--- src/rtl/period_watchdog.sv ---
module period_watchdog #(
  parameter int CNT_W = 16
) (
  input  logic             clk,
  input  logic             rst,
  input  logic             sig_in,
  input  logic [CNT_W-1:0] limit,
  output logic             flag
);
  localparam logic [CNT_W-1:0] CNT_MAX = '1;

  logic [2:0]       sync_q;
  logic             rise;
  logic             armed;
  logic [CNT_W-1:0] cnt;

  always_ff @(posedge clk) begin
    if (rst) sync_q <= '0;
    else     sync_q <= {sync_q[1:0], sig_in};
  end

  assign rise = sync_q[1] & ~sync_q[2];

  always_ff @(posedge clk) begin
    if (rst) begin
      armed <= 1'b0;
      cnt   <= '0;
    end else if (rise) begin
      armed <= 1'b1;
      cnt   <= '0;
    end else if (cnt != CNT_MAX) begin
      cnt <= cnt + 1'b1;
    end
  end

  assign flag = armed && (cnt >= limit);

  assert_clear_on_edge_R3: assert property (@(posedge clk) disable iff (rst)
    (rise && limit != '0 && !rst) |=> (!flag || limit != $past(limit)));

  assert_quiet_unarmed_R5: assert property (@(posedge clk) disable iff (rst)
    !armed |-> !flag);

  assert_no_overflow_R4: assert property (@(posedge clk) disable iff (rst)
    (cnt == CNT_MAX && !rise) |=> cnt == CNT_MAX);

  assert_hold_high_R4: assert property (@(posedge clk) disable iff (rst)
    (flag && !rise) |=> (flag || limit != $past(limit)));

  assert_reset_low_R6: assert property (@(posedge clk) disable iff (rst)
    $past(rst) |-> !flag);
endmodule

--- config.mk ---
export PLATFORM = sky130hd
export DESIGN_NAME = period_watchdog
export DESIGN_NICKNAME = d
export VERILOG_FILES = /design/src/rtl/period_watchdog.sv
export SDC_FILE = /design/constraint.sdc
export NUM_CORES = 1
export LEC_CHECK = 0
export BUFFER_PORTS_ARGS = -buffer_cell sky130_fd_sc_hd__buf_2
export CAP_MARGIN = 20
export CORE_MARGIN = 5
export CORE_UTILIZATION = 25
export CTS_CLUSTER_DIAMETER = 50
export DETAILED_ROUTE_END_ITERATION = 8
export SETUP_SLACK_MARGIN = 0.02
export SLEW_MARGIN = 10
export SYNTH_ARGS = -nofsm -noshare
export SYNTH_HDL_FRONTEND = slang
export SYNTH_SLANG_ARGS = --single-unit
--- constraint.sdc ---
create_clock -name clk -period 1.6 [get_ports clk]
set_input_delay 0.32 -clock clk [delete_from_list [all_inputs] [get_ports clk]]
set_output_delay 0.32 -clock clk [all_outputs]
set_load 0.05 [all_outputs]
## Word-level counts from Yosys, hierarchy flattened

Index checks and enable logic that the tools add are counted.

- Multipliers: 0
- Div/mod/pow operators: 0
- Reduce and logical (&&, ||, !) cells: 2
- Shift operators: 0
- $lt $le $gt $ge: 1
- Eq/ne operators: 1
- Add/sub/neg operators: 1
- Muxes and demuxes: 0
- Bitwise gates (word level): 2

Operators by type and width:

| operator | count |
|---|---|
| $add 16x1->16 const B | 1 |
| $ge 16x16->1 | 1 |
| $ne 16x16->1 const B | 1 |
| $reduce_or 2->1 | 1 |
| $and 1x1->1 | 1 |
| $logic_and 1x1->1 | 1 |
| $not 1->1 | 1 |

- Word-level logic and storage cells: 10
- Input port bits: 19
- Memories: 0
- ROM bits: 0
- Output and inout port bits: 1
- Register bits after elaboration: 20
- Bits in latches: 0
- RAM bits: 0

## Logic depth before layout (Yosys ltp)

- Depth after elaboration: 3
- Mapped depth: 7
- Mapped depth without buffers: 7

## Worst setup path before layout

No wires, ideal clock.

- Kind: reg-to-output
- From: register cnt[0]
- To: output port flag
- Path buffers: 0
- Setup slack: -0.334 ns
- Arrival time: 1.614 ns
- Stages on the path, launching flop included: 7
- Data required time: 1.280 ns
- Cells stage by stage: dfxtp_1 -> inv_1 -> ha_1 -> o211ai_1 -> a2111oi_0 -> o211ai_1 -> nand2_1

- Cells in the longest elaborated chain, start to end: 2

RTL lines:

| element | RTL line | text |
|---|---|---|
| start: declaration | 15 | `logic [CNT_W-1:0] cnt;` |
| start signal: assignment | 32 | `cnt <= cnt + 1'b1;` |
| $ge 16x16->1 | 36 | `assign flag = armed && (cnt >= limit);` |
| $logic_and 1x1->1 | 36 |  |
| end: declaration | 8 | `output logic flag` |

Every way passes these cells.

## Final worst setup path

Ends and elaborated chain as after synthesis.

==> results.yml <==
run_status:
  status: "complete, but fails checks"
  failed_checks: "setup timing"
final_layout:
  final_common_cell: "buf_4"
  fin_util_pct: 38.29
  layout.nets: 249
  mostFrequentLayoutCells: "buf_4, inv_1, buf_2"
  area.growth.synth_to_final_pct: 50.48
  antenna_cells_inserted: 0
  fillerInstances: 526
  drive_above_1_share_pct: 40.09
clock_network:
  ctsRootBufferMaster: "clkbuf_8"
  cts_buffers: 3
  worst_skew_pair.late_latency_ns: 0.26
  cts_h_tree_lvls: 1
  tritoncts: "done"
  clock-sinks: 20
  cts_max_path_buffers: 2
  cts_hold_repair.buffers: 0
  clk_transition_reported_paths_ns: 0.08
logic_synthesis:
  synth.yosys.warnings: 0
  post_synth_inst_count: 157
  async_flop_share_pct: 0
  number_of_synthesized_flops_with_an_enable_pin: 0
  synth_fp_nets: 193
  yosysSeqAreaShare_pct: 31.01
  synth.distinct_cells: 32
  syn-mean-instance-area_um2: 8.224
  mappedNetlistArea_um2: 1291
  synth.ff_latch_count: 20
  dominantRegCellSynth: "dfxtp_1"
setup_path:
  critPathMaxFanout: 2
  startpoint_type: "register"
  critical_path.startpoint: "cnt[0]"
  timing.setup.critical_path_class: "register to output port"
  r2r_setup_slack_ns: -0.23
  timing.critical_path.arrival_ns: 1.80
  critical_path_end: "flag"
  reg2reg_from: "cnt[0]"
  timing.rr.end: "cnt[9]"
  worstRegToRegCells: 10
  crit_required_ns: 1.28
  worstSetupEndpointType: "output port"
route:
  drc: 0
  antenna_violating_nets_post_route: 0
  wl_met2_um: 1407
  drt_first_iter_violations: 83
  route.final.wire_length_um: 2899
  routed.top_layer: "met4"
  firstDrtPassIters: 4
  dr_total_vias: 1216
  dr_wl_met3_um: 96
  via_per_inst: 4.312
  drt-wirelength-per-cell_um: 10.28
  m1WireLength_um: 1358
sta:
  minimum_period_implied_by_the_final_worst_setup_slack_ns: 2.120
  drv_slew: 0
  timing_hold_violations_final: 0
  final_min_period_over_clock_period_pct: 132.5
  f_max_ghz: 0.4717
  fin_skew_ns: 0.002616
  timing.max_slew.rel_slack_pct: 77.78
  finalSetupViolations: 15
  slew_at_the_pin_closest_to_its_max_slew_limit_ns: 0.3333
  grt_setup_unrepaired: "true"
  setup_slack_ns: -0.5199
place:
  hpwlAfterDp_um: 2196
  weighted_congestion_at_the_end_of_routability_driven_global_placement: 0.8180
  portBuffers: 19
power:
  power_after_layout_uw: 1023
  vdd.ir_drop.worst_mv: 0.2780
  leakagePower_uw: 0.0008891
  power_per_cell_area_nw_per_um2: 526.6
global_route:
  global_route.overflow_total: 0
  grt_usage_pct: 9.329
  largest_net_degree_at_the_start_of_global_routing: 17
  grt_pass1_vias: 1149
  grt_pass1_wl_um: 4905
  antenna_found_initial: 0
die:
  die_height_um: 81.87
  core.rowCount: 26
  die_width_um: 81.87
  io_pins: 20
  initial_utilization_pct: 25.44
  die_area_um2: 6702
  placeableCoreArea_um2: 5075
run:
  max_cap_violations: 0
hold_path:
  hp_class: "input port to register"
==> stage by stage <==
step	cell area, µm²	hold slack [ns]	TNS [ns]	std cells	setup slack (ns)
finish	1943	0.2704	-2.169	282	-0.5199
detailed placement	1723	0.4370	-2.233	274	-0.5523
floorplan	1306	0.3916	-0.1674	157	-0.1307
CTS	1884	0.2645	-1.789	282	-0.6024
global placement	1723	0.4180	-1.977	274	-0.4833
global route	1943	0.2795	-3.672	282	-0.6093
==> area by class of cell <==
type | instances | area [µm²] | share of cell area, %
clock buffers | 4 | 55.05 | 2.833
inverters | 21 | 78.83 | 4.057
multi-input cells | 112 | 925.9 | 47.65
flip-flops and latches | 20 | 404.1 | 20.80
well taps | 70 | 87.58 | 4.507
repair buffers | 55 | 391.6 | 20.15
==> power breakdown <==
part | switching [µW] | internal [µW] | total (µW)
logic | 59.8 | 62.4 | 122
registers | 6.21 | 509 | 515
clock network | 167 | 219 | 386
total | 233 | 790 | 1020
==> flip-flops by register name, indices dropped and copies added, names as in the netlist <==
register  count
armed         1
sync_q        3
cnt          16
==> layer usage <==
layer,GRT usage [%],vias up
met5,0,-
li1,-,653
met2,16.48,14
met1,11.16,547
met3,1.316,2
met4,3.987,0
==> critical path, stage by stage, from the launching register on <==
cell and delay (ns):
dfxtp_2 0.33, inv_1 0.04, ha_1 0.26, o211ai_1 0.10, a2111oi_2 0.32, buf_4 0.18, o211ai_1 0.09, nand2_2 0.09
buf_8 0.14
==> how the worst min path moves through the flow <==
| stage | from | to | slack, ns | cells past startpoint |
|---|---|---|---|---|
| floorplan | rst | sync_q[0] | 0.39 | 1 |
| detailed placement | sync_q[0] | sync_q[1] | 0.44 | 1 |
| finish | rst | armed | 0.27 | 2 |
| CTS | rst | armed | 0.26 | 2 |
| global placement | sync_q[0] | sync_q[1] | 0.42 | 1 |
| global route | rst | armed | 0.28 | 2 |
==> repair_timing <==
action / in CTS / in global routing
pin swaps: 11 / 10
endpoints found under the setup margin: 17 / 17
gates resized for setup: 17 / 9
buffers inserted: 4 / 0
==> cell families (layout without fill, tap and decap cells) <==
group	count (synthesis)	in the layout	synth area share (%)
XOR/XNOR	10	10	6.783
buffers and inverters	25	80	7.559
flip-flops	20	20	31.01
adder cells (fa/ha/maj)	17	17	16.47
AO/OA/AOI/OAI	30	30	15.70
AND/OR/NAND/NOR	55	55	22.48
==> synthesized netlist by cell type, types with 2 or more instances <==
master     instances  area share, %
a2111oi_0          2            1.4
nand4_1            3            1.5
inv_1             21            6.1
nand3_1            4            1.6
o21ai_0            3            1.2
ha_1              17             16
a21oi_1           15            5.8
nand2_1           13            3.8
a211oi_1           5            2.9
xnor2_1           10            6.8
dfxtp_1           20             31
o211ai_1           2            1.2
nor3_1             2           0.78
clkbuf_1           2           0.58
nor2b_1            5            2.4
nor2_1            17            4.9
No activity file was read; power rests on OpenSTA's default activity.
